==> src/rtl/fod_pkg.sv <==
package fod_pkg;
  localparam int FD_W = 4;

  typedef enum logic [2:0] {
    FD_MODE_LEVEL    = 3'd0,
    FD_MODE_FLAG     = 3'd1,
    FD_MODE_FLAG_LVL = 3'd2,
    FD_MODE_FLAG_RAW = 3'd3,
    FD_MODE_FLAG_ALT = 3'd4
  } fd_mode_e;
endpackage

==> src/rtl/fod_mag.sv <==
module fod_mag #(
  parameter int SAMPLE_W = 12,
  localparam int MAG_W = SAMPLE_W - 1
) (
  input  logic                clk_i,
  input  logic                rst_ni,
  input  logic [SAMPLE_W-1:0] sample_i,
  output logic [MAG_W-1:0]    mag_o,
  output logic                sign_o
);
  logic [SAMPLE_W-1:0] neg_s;
  logic [MAG_W-1:0]    mag_d;

  assign neg_s = ~sample_i + 1'b1;

  always_comb begin
    if (!sample_i[SAMPLE_W-1])             mag_d = sample_i[MAG_W-1:0];
    else if (sample_i[MAG_W-1:0] == '0)    mag_d = '1; // most negative code saturates
    else                                   mag_d = neg_s[MAG_W-1:0];
  end

  always_ff @(posedge clk_i or negedge rst_ni) begin
    if (!rst_ni) begin
      mag_o  <= '0;
      sign_o <= 1'b0;
    end else begin
      mag_o  <= mag_d;
      sign_o <= sample_i[SAMPLE_W-1];
    end
  end
endmodule

==> src/rtl/fod_dwell.sv <==
module fod_dwell #(
  parameter int MAG_W   = 11,
  parameter int DWELL_W = 8
) (
  input  logic               clk_i,
  input  logic               rst_ni,
  input  logic [MAG_W-1:0]   mag_i,
  input  logic [MAG_W-1:0]   thresh_i,
  input  logic [DWELL_W-1:0] dwell_i,
  output logic               flag_o,
  output logic               above_o
);
  logic               above_d;
  logic [DWELL_W-1:0] cnt_q;

  assign above_d = mag_i > thresh_i;

  always_ff @(posedge clk_i or negedge rst_ni) begin
    if (!rst_ni) begin
      cnt_q   <= '0;
      flag_o  <= 1'b0;
      above_o <= 1'b0;
    end else begin
      above_o <= above_d;
      if (above_d) begin
        cnt_q  <= dwell_i;
        flag_o <= 1'b1;
      end else if (cnt_q != '0) begin
        cnt_q  <= cnt_q - 1'b1;
        flag_o <= 1'b1;
      end else begin
        flag_o <= 1'b0;
      end
    end
  end
endmodule

==> src/rtl/fod_encode.sv <==
module fod_encode
  import fod_pkg::*;
#(
  parameter int MAG_W = 11
) (
  input  logic             clk_i,
  input  logic             rst_ni,
  input  logic [MAG_W-1:0] mag_i,
  input  logic             sign_i,
  input  logic             flag_i,
  input  logic             above_i,
  input  logic [2:0]       mode_i,
  output logic [FD_W-1:0]  fd_o
);
  logic [FD_W-1:0] lvl_q;
  logic            ovr_q;
  logic            sign_q;

  always_ff @(posedge clk_i or negedge rst_ni) begin
    if (!rst_ni) begin
      lvl_q  <= '0;
      ovr_q  <= 1'b0;
      sign_q <= 1'b0;
    end else begin
      lvl_q  <= mag_i[MAG_W-1 -: FD_W];
      ovr_q  <= &mag_i;
      sign_q <= sign_i;
    end
  end

  always_comb begin
    case (fd_mode_e'(mode_i))
      FD_MODE_LEVEL:    fd_o = lvl_q;
      FD_MODE_FLAG,
      FD_MODE_FLAG_ALT: fd_o = {2'b00, ovr_q, flag_i};
      FD_MODE_FLAG_LVL: fd_o = {lvl_q[FD_W-1 -: 2], ovr_q, flag_i};
      FD_MODE_FLAG_RAW: fd_o = {above_i, sign_q, ovr_q, flag_i};
      default:          fd_o = '0;
    endcase
  end
endmodule

==> src/rtl/fod_lane.sv <==
module fod_lane
  import fod_pkg::*;
#(
  parameter int SAMPLE_W = 12,
  parameter int DWELL_W  = 8,
  localparam int MAG_W = SAMPLE_W - 1
) (
  input  logic                clk_i,
  input  logic                rst_ni,
  input  logic [SAMPLE_W-1:0] sample_i,
  input  logic [MAG_W-1:0]    thresh_i,
  input  logic [DWELL_W-1:0]  dwell_i,
  input  logic [2:0]          mode_i,
  output logic [FD_W-1:0]     fd_o
);
  logic [MAG_W-1:0] mag;
  logic             sign, flag, above;

  fod_mag #(.SAMPLE_W(SAMPLE_W)) u_mag (
    .clk_i(clk_i), .rst_ni(rst_ni), .sample_i(sample_i),
    .mag_o(mag), .sign_o(sign)
  );

  fod_dwell #(.MAG_W(MAG_W), .DWELL_W(DWELL_W)) u_dwell (
    .clk_i(clk_i), .rst_ni(rst_ni), .mag_i(mag), .thresh_i(thresh_i),
    .dwell_i(dwell_i), .flag_o(flag), .above_o(above)
  );

  fod_encode #(.MAG_W(MAG_W)) u_enc (
    .clk_i(clk_i), .rst_ni(rst_ni), .mag_i(mag), .sign_i(sign),
    .flag_i(flag), .above_i(above), .mode_i(mode_i), .fd_o(fd_o)
  );
endmodule

==> src/rtl/fast_overrange_detect.sv <==
module fast_overrange_detect
  import fod_pkg::*;
#(
  parameter int NUM_CH   = 2,
  parameter int SAMPLE_W = 12,
  parameter int DWELL_W  = 8,
  localparam int MAG_W = SAMPLE_W - 1
) (
  input  logic                       clk_i,
  input  logic                       rst_ni,
  input  logic [NUM_CH*SAMPLE_W-1:0] sample_i,
  input  logic [MAG_W-1:0]           thresh_i,
  input  logic [DWELL_W-1:0]         dwell_i,
  input  logic [2:0]                 mode_i,
  output logic [NUM_CH*FD_W-1:0]     fd_o
);
  for (genvar c = 0; c < NUM_CH; c++) begin : g_lane
    fod_lane #(.SAMPLE_W(SAMPLE_W), .DWELL_W(DWELL_W)) u_lane (
      .clk_i   (clk_i),
      .rst_ni  (rst_ni),
      .sample_i(sample_i[c*SAMPLE_W +: SAMPLE_W]),
      .thresh_i(thresh_i),
      .dwell_i (dwell_i),
      .mode_i  (mode_i),
      .fd_o    (fd_o[c*FD_W +: FD_W])
    );
  end
endmodule

==> config.mk <==
export PLATFORM = sky130hd
export DESIGN_NAME = fast_overrange_detect
export DESIGN_NICKNAME = d
export VERILOG_FILES = /design/src/rtl/fod_pkg.sv /design/src/rtl/fod_mag.sv /design/src/rtl/fod_dwell.sv /design/src/rtl/fod_encode.sv /design/src/rtl/fod_lane.sv /design/src/rtl/fast_overrange_detect.sv
export SDC_FILE = /design/constraint.sdc
export NUM_CORES = 1
export LEC_CHECK = 0
export BUFFER_PORTS_ARGS = -buffer_cell sky130_fd_sc_hd__buf_2
export CAP_MARGIN = 20
export CORE_UTILIZATION = 50
export CTS_CLUSTER_DIAMETER = 100
export DETAILED_ROUTE_END_ITERATION = 16
export MAX_ROUTING_LAYER = met4
export PLACE_DENSITY = 0.72
export SLEW_MARGIN = 0
export SYNTH_ARGS = -nofsm -noshare
export SYNTH_HDL_FRONTEND = slang
export SYNTH_SLANG_ARGS = --single-unit
==> constraint.sdc <==
create_clock -name clk_i -period 5.17 [get_ports clk_i]
set_input_delay 0.517 -clock clk_i [delete_from_list [all_inputs] [get_ports clk_i]]
set_output_delay 0.517 -clock clk_i [all_outputs]
set_load 0.03 [all_outputs]
==> results.md <==
- Grt total ovfl: 0
- FP Rows: 29
- Final period util: 0.420
- Die Y: 82.6 µm
- Post-synthesis mux area share: 0.0716
- Unrepaired setup endpoints after global routing: no
- I/O pin cnt: 56
- Layout Nets: 451
- Root Driver: clkbuf_8
- Worst vdd ir: 0.170 mV
- Worst-margin pin slew: 0.663 ns
- Largest net degree at the start of global routing: 57
- Crit path capture type: register
- Most used flip-flop cell after synthesis: dfrtp_1
- First-pass GRT wire length: 10.1 mm
- Synth unique cells: 38
- CP max FO: 10
- Layout cell share with drive strength beyond 1: 0.232
- Main combinational cell family by area after synthesis: simple AND/OR/NAND/NOR gates
- Synth top area cells: dfrtp_1 (43%), ha_1 (11%), mux2_2 (6.2%)
- CTS tree: done
- Initial Util: 0.515
- Worst setup SP type: register
- Setup TNS Final: 0 ns
- GRT Overall Usage: 0.203
- Syn_area_per_cell: 10.2 µm²
- Hold Buf Count CTS: 0
- CP max stage cell: dfrtp_1
- R2r worst-path depth: 6
- Synthesized area: 0.00325 mm²
- Vias per cell: 5.25
- Number of synthesized register bits: 56
- Antenna violations before repair: 0
- Ordered cell list for the critical path: ha_1 -> nand2_1 -> o21ai_0 -> nor4_1 -> nor3_4 -> mux2_2
- Final ANT Viol Nets: 0
- Synth Area in Compound Gates: 0.0939
- Vias: 2372
- Chip Width: 82.6 µm
- Syn Nets: 395
- Final hold violation count: 0
- Leak: 1.73 nW
- Ant diodes: 0
- Final Wtd Congestion: 0.941
- Fraction of the yosys area taken by sequential cells: 0.431
- Final Max Tran Viols: 0
- Core Util, Final: 0.581
- Peak Freq: 460 MHz
- # port buffers: 55
- Detailed-route wire length: 6.01 mm
- Max-Cap Viols: 0
- P&R area growth vs syn: 12.9%
- Post-Synth Simple-Gate Area: 0.192
- Yosys top cell area share: 0.431
- RR Endpoint: g_lane[0].u_lane.u_dwell.cnt_q[6]
- Core area: 0.00631 mm²
- Most area-hungry cell type in the Yosys netlist: dfrtp_1
- Worst EP required: 5.36 ns
- R2r setup slk: 3.00 ns
- Setup CP Type: register to register
- Status: finished, final reports clean
- R2r startpoint: g_lane[0].u_lane.u_mag.mag_o[10]
- DR pass1 iterations: 4
- Mapped Cells: 319
- Fin Clk Skew: 0.00690 ns
- DRC violations left: 0
- Clock slew at reported path FFs: 0.09 ns
- XOR/XNOR share of the synthesized area: 0.0647
- HPWL Detailed: 4.90 mm
- Setup violations, final: 0
- Initial drt markers: 74
- CTS Sinks: 56
- CP peak stage delay: 0.45 ns
- Vias in the first global route: 2285
- Slew headroom: 0.558
- Drt wl/cell: 13.3 µm
- Number of synthesized flops with an enable pin: 0
- Post-synth ARST share: 1.00
- Tmin final: 2.17 ns
- Data arrival, critical path: 2.36 ns
- Min-Delay Path Class: input pin to async pin
- YS warnings: 0
- Die Area: 0.00683 mm²
- PwrDens: 337 mW/mm²
- CTS Buffer Depth: 2
- Post-cts resize count: 0
- Synth Area in Adders: 0.108
- Setup bufs post-CTS: 0
- Clk_lat worst skew: 0.30 ns
- Clock buffer count from CTS: 5
- H-tree level count: 2
- Worst Setup SP: g_lane[0].u_lane.u_mag.mag_o[10]
## metrics by stage
step,power [W],hold slack (ns),setup slack (ns),cell area (µm²),instances
after global placement,0.00101,0.334,2.86,3590,445
final,0.00124,0.322,3.00,3670,452
after CTS,0.00125,0.352,3.00,3670,452
after global routing,0.00133,0.366,2.89,3670,452
after detailed placement,0.00103,0.335,2.80,3590,445
after floorplan,0.000915,0.221,2.87,3250,319
## synthesized netlist by cell type, types with 2 or more instances
master,n
o21ai_0,13
mux2_2,18
a21oi_1,13
mux2i_1,3
nand3_1,15
o21a_1,3
inv_1,22
buf_6,2
o211ai_2,2
a21o_1,2
nor3_1,9
nand2_1,35
nand3b_1,2
nor2b_1,3
xor2_1,12
o41a_1,2
nand4_1,9
nor3b_1,2
a22o_1,2
nor4_4,2
xnor2_1,12
o31ai_1,4
nor2_1,14
dfrtp_1,56
or3_1,7
or4_1,3
nand2b_1,9
a211oi_1,2
clkbuf_1,4
or3b_1,2
ha_1,28
## routing by layer
layer | vias to the layer above | routed length (µm) | GRT usage | share of wire
li1 | 1227 | - | - | -
met3 | 9 | 181 | 0.0264 | 0.030
met4 | 0 | 94 | 0.0638 | 0.016
met1 | 1096 | 3000 | 0.274 | 0.50
met5 | - | 0 | - | 0
met2 | 40 | 2740 | 0.321 | 0.46
## flip-flops by register name, indices dropped and copies added (netlist names)
register and flops:
g_lane.u_lane.u_enc.ovr_q 2, g_lane.u_lane.u_enc.sign_q 2, g_lane.u_lane.u_dwell.cnt_q 16, g_lane.u_lane.u_mag.mag_o 22
g_lane.u_lane.u_dwell.above_o 2, g_lane.u_lane.u_enc.lvl_q 8, g_lane.u_lane.u_mag.sign_o 2, g_lane.u_lane.u_dwell.flag_o 2
## final cells by class
class	instances	area, µm²
repair buffers	56	283
flip-flops and latches	56	1400
clock inverters	2	12.5
clock buffers	5	68.8
well taps	77	96.3
inverters	22	82.6
fillers	571	2650
multi-input cells	234	1720
## cells by family after synthesis
group                      after synthesis
DFF                                     56
AOI/OAI and AO/OA                       46
and+or+nand+nor                        115
adders and majority gates               28
buffers and inverters                   29
xor gates and xnor gates                24
muxes                                   21
## worst max path at each step
stage	end	slack, ns
6_report	g_lane[0].u_lane.u_dwell.cnt_q[6]	3.00
5_1_grt	g_lane[0].u_lane.u_dwell.cnt_q[2]	2.89
4_1_cts	g_lane[0].u_lane.u_dwell.cnt_q[6]	3.00
3_5_place_dp	g_lane[0].u_lane.u_dwell.cnt_q[6]	2.80
3_3_place_gp	g_lane[0].u_lane.u_dwell.cnt_q[1]	2.86
2_1_floorplan	fd_o[0]	2.87
## cells in the final DEF, fill, tap and decap left out, types with 12 or more instances in the layout
| cell | n |
|---|---|
| buf_2 | 55 |
| a21oi_1 | 13 |
| mux2_2 | 18 |
| dfrtp_1 | 56 |
| nand2_1 | 35 |
| nand3_1 | 15 |
| xor2_1 | 12 |
| inv_1 | 22 |
| nor2_1 | 14 |
| xnor2_1 | 12 |
| ha_1 | 28 |
| o21ai_0 | 13 |
## power breakdown
| group | total (W) | internal (W) | switching, W |
|---|---|---|---|
| Clock | 0.000221 | 0.0000919 | 0.000129 |
| Sequential | 0.000604 | 0.000525 | 0.0000784 |
| Combinational | 0.000412 | 0.000208 | 0.000204 |
## worst max-delay path: cells and delay by family, from the launching register on
family	cells	cell delay (ns)
flops	1	0.45
mux	1	0.40
simple gates	3	0.64
fa+ha+maj	1	0.35
compound gates	1	0.22
Power figures use the tool's default switching activity.
